## config.mk

```make
export PLATFORM = sky130hd
export DESIGN_NAME = vidctl_regbank
export DESIGN_NICKNAME = d
export VERILOG_FILES = /design/src/rtl/vidctl_pkg.sv /design/src/rtl/vidctl_wmask.sv /design/src/rtl/vidctl_trigger.sv /design/src/rtl/vidctl_retrace.sv /design/src/rtl/vidctl_regbank.sv
export SDC_FILE = /design/constraint.sdc
export NUM_CORES = 1
export LEC_CHECK = 0
export BUFFER_PORTS_ARGS = -buffer_cell sky130_fd_sc_hd__buf_2
export CORE_UTILIZATION = 50
export CTS_BUF_LIST = sky130_fd_sc_hd__clkbuf_8
export DETAILED_ROUTE_END_ITERATION = 10
export GPL_TIMING_DRIVEN = 0
export PLACE_DENSITY = 0.8
export SYNTH_ARGS = -nofsm -noshare
export SYNTH_HDL_FRONTEND = slang
export SYNTH_HIERARCHICAL = 1
export SYNTH_SLANG_ARGS = --single-unit
```

## constraint.sdc

```tcl
create_clock -name clk -period 2.3 [get_ports clk]
set_input_delay 0 -clock clk [delete_from_list [all_inputs] [get_ports clk]]
set_output_delay 0 -clock clk [all_outputs]
set_load 0.005 [all_outputs]
```

## src/rtl/vidctl_pkg.sv

```systemverilog
package vidctl_pkg;

    localparam int WORD_W = 32;

    typedef enum logic [1:0] {
        K_PLAIN,
        K_RO,
        K_TRIG,
        K_MASK
    } reg_kind_e;

    typedef enum logic {
        RT_IDLE,
        RT_PENDING
    } rt_state_e;

    localparam int A_CHIP_ID    = 0;
    localparam int A_REV        = 1;
    localparam int A_BEAM       = 2;
    localparam int A_PRIM_POS   = 3;
    localparam int A_LINK_POS   = 4;
    localparam int A_DRAW_GO    = 5;
    localparam int A_ENG_INIT   = 6;
    localparam int A_FB_ADDR    = 7;
    localparam int A_HWIN       = 8;
    localparam int A_VWIN       = 9;
    localparam int A_HIRQ       = 10;
    localparam int A_VIRQ       = 11;
    localparam int A_BIN_START  = 12;
    localparam int A_BIN_STOP   = 13;
    localparam int A_LINK_START = 14;
    localparam int A_PRIM_START = 15;
    localparam int A_PRIM_STOP  = 16;
    localparam int A_BIN_DIM    = 17;
    localparam int A_BIN_CFG    = 18;

    localparam int MIN_ADDR_W   = 5;

    function automatic reg_kind_e kind_of(input int idx);
        reg_kind_e k;
        if (idx <= A_LINK_POS)
            k = K_RO;
        else if (idx == A_DRAW_GO || idx == A_ENG_INIT)
            k = K_TRIG;
        else if (idx <= A_BIN_CFG)
            k = K_MASK;
        else
            k = K_PLAIN;
        return k;
    endfunction

    function automatic logic [WORD_W-1:0] mask_of(input int idx);
        logic [WORD_W-1:0] m;
        case (idx)
            A_FB_ADDR, A_PRIM_START, A_PRIM_STOP: m = 32'h00FF_FFFC;
            A_HWIN:                               m = 32'h07FF_07FF;
            A_VWIN, A_VIRQ:                       m = 32'h03FF_03FF;
            A_HIRQ:                               m = 32'h03FF_33FF;
            A_BIN_START, A_BIN_STOP, A_LINK_START: m = 32'h00FF_FFE0;
            A_BIN_DIM:                            m = 32'h000F_003F;
            A_BIN_CFG:                            m = 32'h0013_3333;
            default:                              m = '1;
        endcase
        return m;
    endfunction

endpackage

```

## src/rtl/vidctl_wmask.sv

```systemverilog
module vidctl_wmask
    import vidctl_pkg::*;
#(
    parameter int ADDR_W = 5,
    localparam int NREG = 1 << ADDR_W
) (
    input  logic              wr_en,
    input  logic [ADDR_W-1:0] wr_addr,
    input  logic [WORD_W-1:0] wr_data,
    output logic [NREG-1:0]   store_hit,
    output logic [WORD_W-1:0] store_val
);

    // Only plain and masked words own storage; status and trigger words never load.
    for (genvar i = 0; i < NREG; i++) begin : g_dec
        localparam reg_kind_e KIND = kind_of(i);
        if (KIND == K_PLAIN || KIND == K_MASK) begin : g_store
            assign store_hit[i] = wr_en && (wr_addr == ADDR_W'(i));
        end else begin : g_drop
            assign store_hit[i] = 1'b0;
        end
    end

    assign store_val = wr_data & mask_of(int'(wr_addr));

endmodule

```

## src/rtl/vidctl_trigger.sv

```systemverilog
module vidctl_trigger
    import vidctl_pkg::*;
#(
    parameter int ADDR_W = 5
) (
    input  logic              clk,
    input  logic              rst,
    input  logic              wr_en,
    input  logic [ADDR_W-1:0] wr_addr,
    input  logic [WORD_W-1:0] wr_data,
    output logic              draw_go,
    output logic              eng_init
);

    logic draw_cmd;
    logic init_cmd;

    always_comb begin
        draw_cmd = wr_en && (wr_addr == ADDR_W'(A_DRAW_GO)) && (wr_data == '1);
        init_cmd = wr_en && (wr_addr == ADDR_W'(A_ENG_INIT)) && wr_data[WORD_W-1];
    end

    always_ff @(posedge clk) begin
        if (rst) begin
            draw_go  <= 1'b0;
            eng_init <= 1'b0;
        end else begin
            draw_go  <= draw_cmd;
            eng_init <= init_cmd;
        end
    end

    assert_draw_magic_R2: assert property (@(posedge clk) disable iff (rst)
        draw_go |-> $past(wr_en && wr_addr == ADDR_W'(A_DRAW_GO) && wr_data == 32'hFFFF_FFFF));

    assert_init_bit31_R3: assert property (@(posedge clk) disable iff (rst)
        eng_init |-> $past(wr_en && wr_addr == ADDR_W'(A_ENG_INIT) && wr_data[31]));

    assert_one_cmd_R3: assert property (@(posedge clk) disable iff (rst)
        $onehot0({draw_go, eng_init}));

endmodule

```

## src/rtl/vidctl_retrace.sv

```systemverilog
module vidctl_retrace
    import vidctl_pkg::*;
(
    input  logic clk,
    input  logic rst,
    input  logic vblank,
    input  logic fb_wr,
    output logic frame_flip
);

    rt_state_e state;
    rt_state_e state_nxt;

    // State register.
    always_ff @(posedge clk) begin
        if (rst)
            state <= RT_IDLE;
        else
            state <= state_nxt;
    end

    // Transitions: ARM, FLIP, HOLD_IDLE, HOLD_PENDING.
    always_comb begin
        state_nxt = state;
        unique case (state)
            RT_IDLE:    state_nxt = vblank ? RT_PENDING : RT_IDLE;
            RT_PENDING: state_nxt = fb_wr  ? RT_IDLE    : RT_PENDING;
            default:    state_nxt = RT_IDLE;
        endcase
    end

    // Output register.
    always_ff @(posedge clk) begin
        if (rst)
            frame_flip <= 1'b0;
        else
            frame_flip <= (state == RT_PENDING) && fb_wr;
    end

    assert_flip_clears_R5: assert property (@(posedge clk) disable iff (rst)
        (state == RT_PENDING && fb_wr) |=> (frame_flip && state == RT_IDLE));

    assert_no_flip_idle_R5: assert property (@(posedge clk) disable iff (rst)
        (state == RT_IDLE) |=> !frame_flip);

    assert_vblank_arms_R5: assert property (@(posedge clk) disable iff (rst)
        (state == RT_IDLE && vblank) |=> (state == RT_PENDING));

endmodule

```

## src/rtl/vidctl_regbank.sv

```systemverilog
module vidctl_regbank
    import vidctl_pkg::*;
#(
    parameter int ADDR_W = 5  // must be at least MIN_ADDR_W
) (
    input  logic              clk,
    input  logic              rst,
    input  logic [ADDR_W-1:0] bus_addr,
    input  logic              bus_we,
    input  logic [31:0]       bus_wdata,
    output logic [31:0]       bus_rdata,
    input  logic [31:0]       id_val,
    input  logic [31:0]       rev_val,
    input  logic [31:0]       beam_val,
    input  logic [31:0]       prim_pos_val,
    input  logic [31:0]       link_pos_val,
    input  logic              vblank,
    output logic              draw_go,
    output logic              eng_init,
    output logic              frame_flip,
    output logic [9:0]        vline_cmp_a,
    output logic [9:0]        vline_cmp_b
);

    localparam int NREG = 1 << ADDR_W;

    logic [NREG-1:0]   store_hit;
    logic [WORD_W-1:0] store_val;
    logic [WORD_W-1:0] regs [NREG];
    logic [ADDR_W-1:0] addr_q;
    logic              fb_wr;
    logic              past_ok;

    vidctl_wmask #(.ADDR_W(ADDR_W)) u_wmask (
        .wr_en     (bus_we),
        .wr_addr   (bus_addr),
        .wr_data   (bus_wdata),
        .store_hit (store_hit),
        .store_val (store_val)
    );

    vidctl_trigger #(.ADDR_W(ADDR_W)) u_trig (
        .clk      (clk),
        .rst      (rst),
        .wr_en    (bus_we),
        .wr_addr  (bus_addr),
        .wr_data  (bus_wdata),
        .draw_go  (draw_go),
        .eng_init (eng_init)
    );

    assign fb_wr = bus_we && (bus_addr == ADDR_W'(A_FB_ADDR));

    vidctl_retrace u_retrace (
        .clk        (clk),
        .rst        (rst),
        .vblank     (vblank),
        .fb_wr      (fb_wr),
        .frame_flip (frame_flip)
    );

    // Register storage and registered read address.
    always_ff @(posedge clk) begin
        if (rst) begin
            addr_q <= '0;
            for (int i = 0; i < NREG; i++) regs[i] <= '0;
        end else begin
            addr_q <= bus_addr;
            for (int i = 0; i < NREG; i++)
                if (store_hit[i]) regs[i] <= store_val;
        end
    end

    // Read selection.
    always_comb begin
        bus_rdata = '0;
        unique case (kind_of(int'(addr_q)))
            K_RO: begin
                case (int'(addr_q))
                    A_CHIP_ID:  bus_rdata = id_val;
                    A_REV:      bus_rdata = rev_val;
                    A_BEAM:     bus_rdata = beam_val;
                    A_PRIM_POS: bus_rdata = prim_pos_val;
                    default:    bus_rdata = link_pos_val;
                endcase
            end
            K_TRIG:         bus_rdata = '0;
            K_PLAIN, K_MASK: bus_rdata = regs[addr_q];
            default:        bus_rdata = '0;
        endcase
    end

    assign vline_cmp_a = regs[A_VIRQ][25:16];
    assign vline_cmp_b = regs[A_VIRQ][9:0];

    always_ff @(posedge clk) begin
        if (rst) past_ok <= 1'b0;
        else     past_ok <= 1'b1;
    end

    assert_virq_hold_R7: assert property (@(posedge clk) disable iff (rst || !past_ok)
        !$past(bus_we && bus_addr == ADDR_W'(A_VIRQ)) |-> ($stable(vline_cmp_a) && $stable(vline_cmp_b)));

    assert_trig_quiet_R2: assert property (@(posedge clk) disable iff (rst)
        !$past(bus_we) |-> (!draw_go && !eng_init && !frame_flip));

endmodule

```

==> results.sh <==
export IMPL_reg2reg_slack_ns=1.09
export IMPL_tightestPinTransition_ns=1.215
export IMPL_drt_first_iter_violations=3429
export IMPL_cp_slowest_cell="mux4_2"
export IMPL_min_path_cells=4
export IMPL_power_static_leakage_nw=16.46
export IMPL_final_cell_area_sq_mm=0.04608
export IMPL_standard_cell_rows=101
export IMPL_hold_sp="bus_wdata[19]"
export IMPL_min_cycle_time_layout_ns=3.002
export IMPL_cts_made_buffers=137
export IMPL_gp_congestion=1.026
export IMPL_num_io_pins=256
export IMPL_htree_num_levels=4
export IMPL_regToRegEndpoint="u_retrace/state"
export IMPL_worst_hold_path_type="input port to flip-flop"
export IMPL_period_share_pct=130.5
export IMPL_routed_via_density=6.139
export IMPL_groute_usage_overall_pct=29.62
export IMPL_cts_num_sinks=866
export IMPL_route_antenna_remaining_nets=0
export IMPL_timing_hold_violations_final=0
export IMPL_yosys_warnings=6
export IMPL_run_status="finished, violations left"
export IMPL_synthToLayoutAreaGrowth_pct=18.54
export IMPL_final_fill_count=5493
export IMPL_irDropWorstVdd_v=0.0004093
export IMPL_grt_pass1_wl_mm=165.4
export IMPL_fin_ws_ns=-0.7015
export IMPL_placement_cell_area_sq_mm=0.04145
export IMPL_failing_checks="negative setup slack"
export IMPL_port_buf_inserts=255
export IMPL_synthesis_area_per_instance_sq_um=15.42
export IMPL_rsz_0062_raised_after_global_routing="true"
export IMPL_timing_critical_path_from_type="flip-flop"
export IMPL_fmax_mhz=333.2
export IMPL_drc_errors=0
export IMPL_crit_chain="buf_12, buf_16, mux4_2, o22a_4, a22oi_2, nand3_2, buf_2"
export IMPL_floorplan_initialDensity_pct=50.85
export IMPL_timing_critical_path_fanout_max=10
export IMPL_setup_violations_final=32
export IMPL_critPathMaxStageDelay_ns=0.58
export IMPL_place_hpwl_mm=80.62
export IMPL_reg2reg_depth=3
export IMPL_tritoncts="done"
export IMPL_cp_end_kind="output port"
export IMPL_width_of_the_chip_microns=280.8
export IMPL_drt_wl_total_mm=117.7
export IMPL_worst_slew_margin_rel_pct=18.84
export IMPL_grt_pass1_vias=24800
export IMPL_report_final_slew_viol_count=0
export IMPL_clock_tree_root_cell="clkbuf_8"
export IMPL_dieHeight_microns=280.8
export IMPL_vias=25160
export IMPL_setup_worst_path_class="flip-flop to output port"
export IMPL_grt_start_max_net_pins=33
export IMPL_worst_endpoint_arrival_ns=3.00
export IMPL_cts_root_to_sink_buffers=3
export IMPL_worst_ep_required_time_ns=2.30
export IMPL_drtPass1Iterations=6
export IMPL_cts_reportedPaths_clkPinSlew_ns=0.06
export IMPL_grt_antenna_before_repair=4
export IMPL_die_area_sq_mm=0.07887
export IMPL_power_density_mw_per_mm2=771.2
export IMPL_syn_area_sq_mm=0.03887
export IMPL_synthesis_instances=2521
export IMPL_layout_drive_gt1_share_pct=29.01
export IMPL_clock_skew_ns=0.005804
export IMPL_power_mw=35.54
export IMPL_core_sq_mm=0.07645
export IMPL_grt_overflow_total=0
export IMPL_finalNetCount=3171
export IMPL_route_detailed_wl_per_inst_microns=28.70
export IMPL_regToRegStartpoint="u_retrace/state"
export IMPL_clock_insertion_delay_worst_skew_ns=0.81
export IMPL_hold_path_endpoint="regs[17][19]"
export IMPL_maxCapViolCount=0
==> cells in the final DEF (no fill, tap or decap), types with 14 or more instances in the layout <==
cell type / n
buf_2: 263
or2_4: 21
a21oi_1: 24
nand3_1: 41
mux4_2: 119
inv_1: 49
clkbuf_8: 146
mux2i_1: 211
buf_12: 23
buf_6: 21
clkinv_1: 30
edfxtp_1: 857
clkbuf_4: 19
nor2_1: 37
nand2_1: 128
clkbuf_2: 32
a22oi_1: 90
dlygate4sd3_1: 23
buf_4: 48
clkbuf_1: 76
nor2b_1: 43
and2_1: 425
mux2_2: 14
==> layout make-up <==
| type | count | area (sq um) | area share [%] |
|---|---|---|---|
| Inverter | 5 | 18.77 | 0.04073 |
| Clock inverter | 101 | 598.1 | 1.298 |
| Buffer | 230 | 1812 | 3.932 |
| Multi-Input combinational cell | 1421 | 12560 | 27.25 |
| Clock buffer | 141 | 1941 | 4.211 |
| Timing Repair Buffer | 304 | 1939 | 4.209 |
| Sequential cell | 866 | 25920 | 56.26 |
| Antenna cell | 1 | 2.502 | 0.005431 |
| Tap cell | 1030 | 1289 | 2.797 |
==> sequential cells by signal, summed over array words and instances (netlist names) <==
signal / count
addr_q: 5
regs: 857
u_retrace/frame_flip: 1
u_retrace/state: 1
u_trig/draw_go: 1
u_trig/eng_init: 1
==> worst max-delay path: cells and delay by family (launching register included) <==
| family | cells | cell delay, ns |
|---|---|---|
| multiplexers | 1 | 0.58 |
| buffers and inverters | 3 | 0.52 |
| AO/OA/AOI/OAI | 2 | 0.50 |
| flip-flops | 1 | 0.41 |
| AND/OR/NAND/NOR | 1 | 0.14 |
==> power breakdown <==
group | leakage [nW] | switching [mW] | internal (mW)
Combinational | 6.64 | 2.42 | 1.63
Clock | 1.45 | 6.24 | 6.29
Sequential | 8.37 | 0.363 | 18.6
==> metal layers <==
metal / GRT usage [%] / wire, microns / up-vias
met1: 38.57 / 43040 / 12550
met3: 8.862 / 15090 / 284
met4: 11.36 / 4634 / 4
li1: - / - / 10470
met5: 0 / 35 / -
met2: 46.83 / 54860 / 1852
==> stage by stage <==
| step | hold slack [ns] | utilization, % | TNS (ns) | setup WS [ns] | cells |
|---|---|---|---|---|---|
| floorplan | 0.06244 | - | 0 | 0.4331 | 2524 |
| global placement | 0.2118 | 54.21 | -684.71 | -0.9146 | 3809 |
| detailed placement | 0.2261 | 54.21 | -770.22 | -0.9748 | 3809 |
| CTS | 0.004073 | 59.39 | -40.50 | -0.7602 | 4087 |
| global route | -0.006671 | 60.27 | -25.89 | -0.7786 | 4099 |
| finish | 0.01438 | 60.27 | -20.38 | -0.7015 | 4099 |
==> what timing repair did <==
action / CTS / global route
pin swaps: 4 / 21
hold endpoints to repair: 29 / 17
gates cloned: 3 / 2
resized for setup: 260 / 148
buffers inserted: 16 / 6
endpoints found under the setup margin: 48 / 421
hold buffers: 19 / 4
==> worst max path at each step <==
stage                           start            end  cells after the start
after floorplan           bus_addr[0]    regs[7][14]                      8
after global placement      addr_q[0]   bus_rdata[3]                      8
after detailed placement  bus_addr[0]    regs[7][14]                      9
after CTS                   addr_q[0]  bus_rdata[22]                      7
after global routing        addr_q[0]  bus_rdata[12]                      7
final                       addr_q[0]   bus_rdata[4]                      7
No activity file was read; power rests on OpenSTA's default activity.
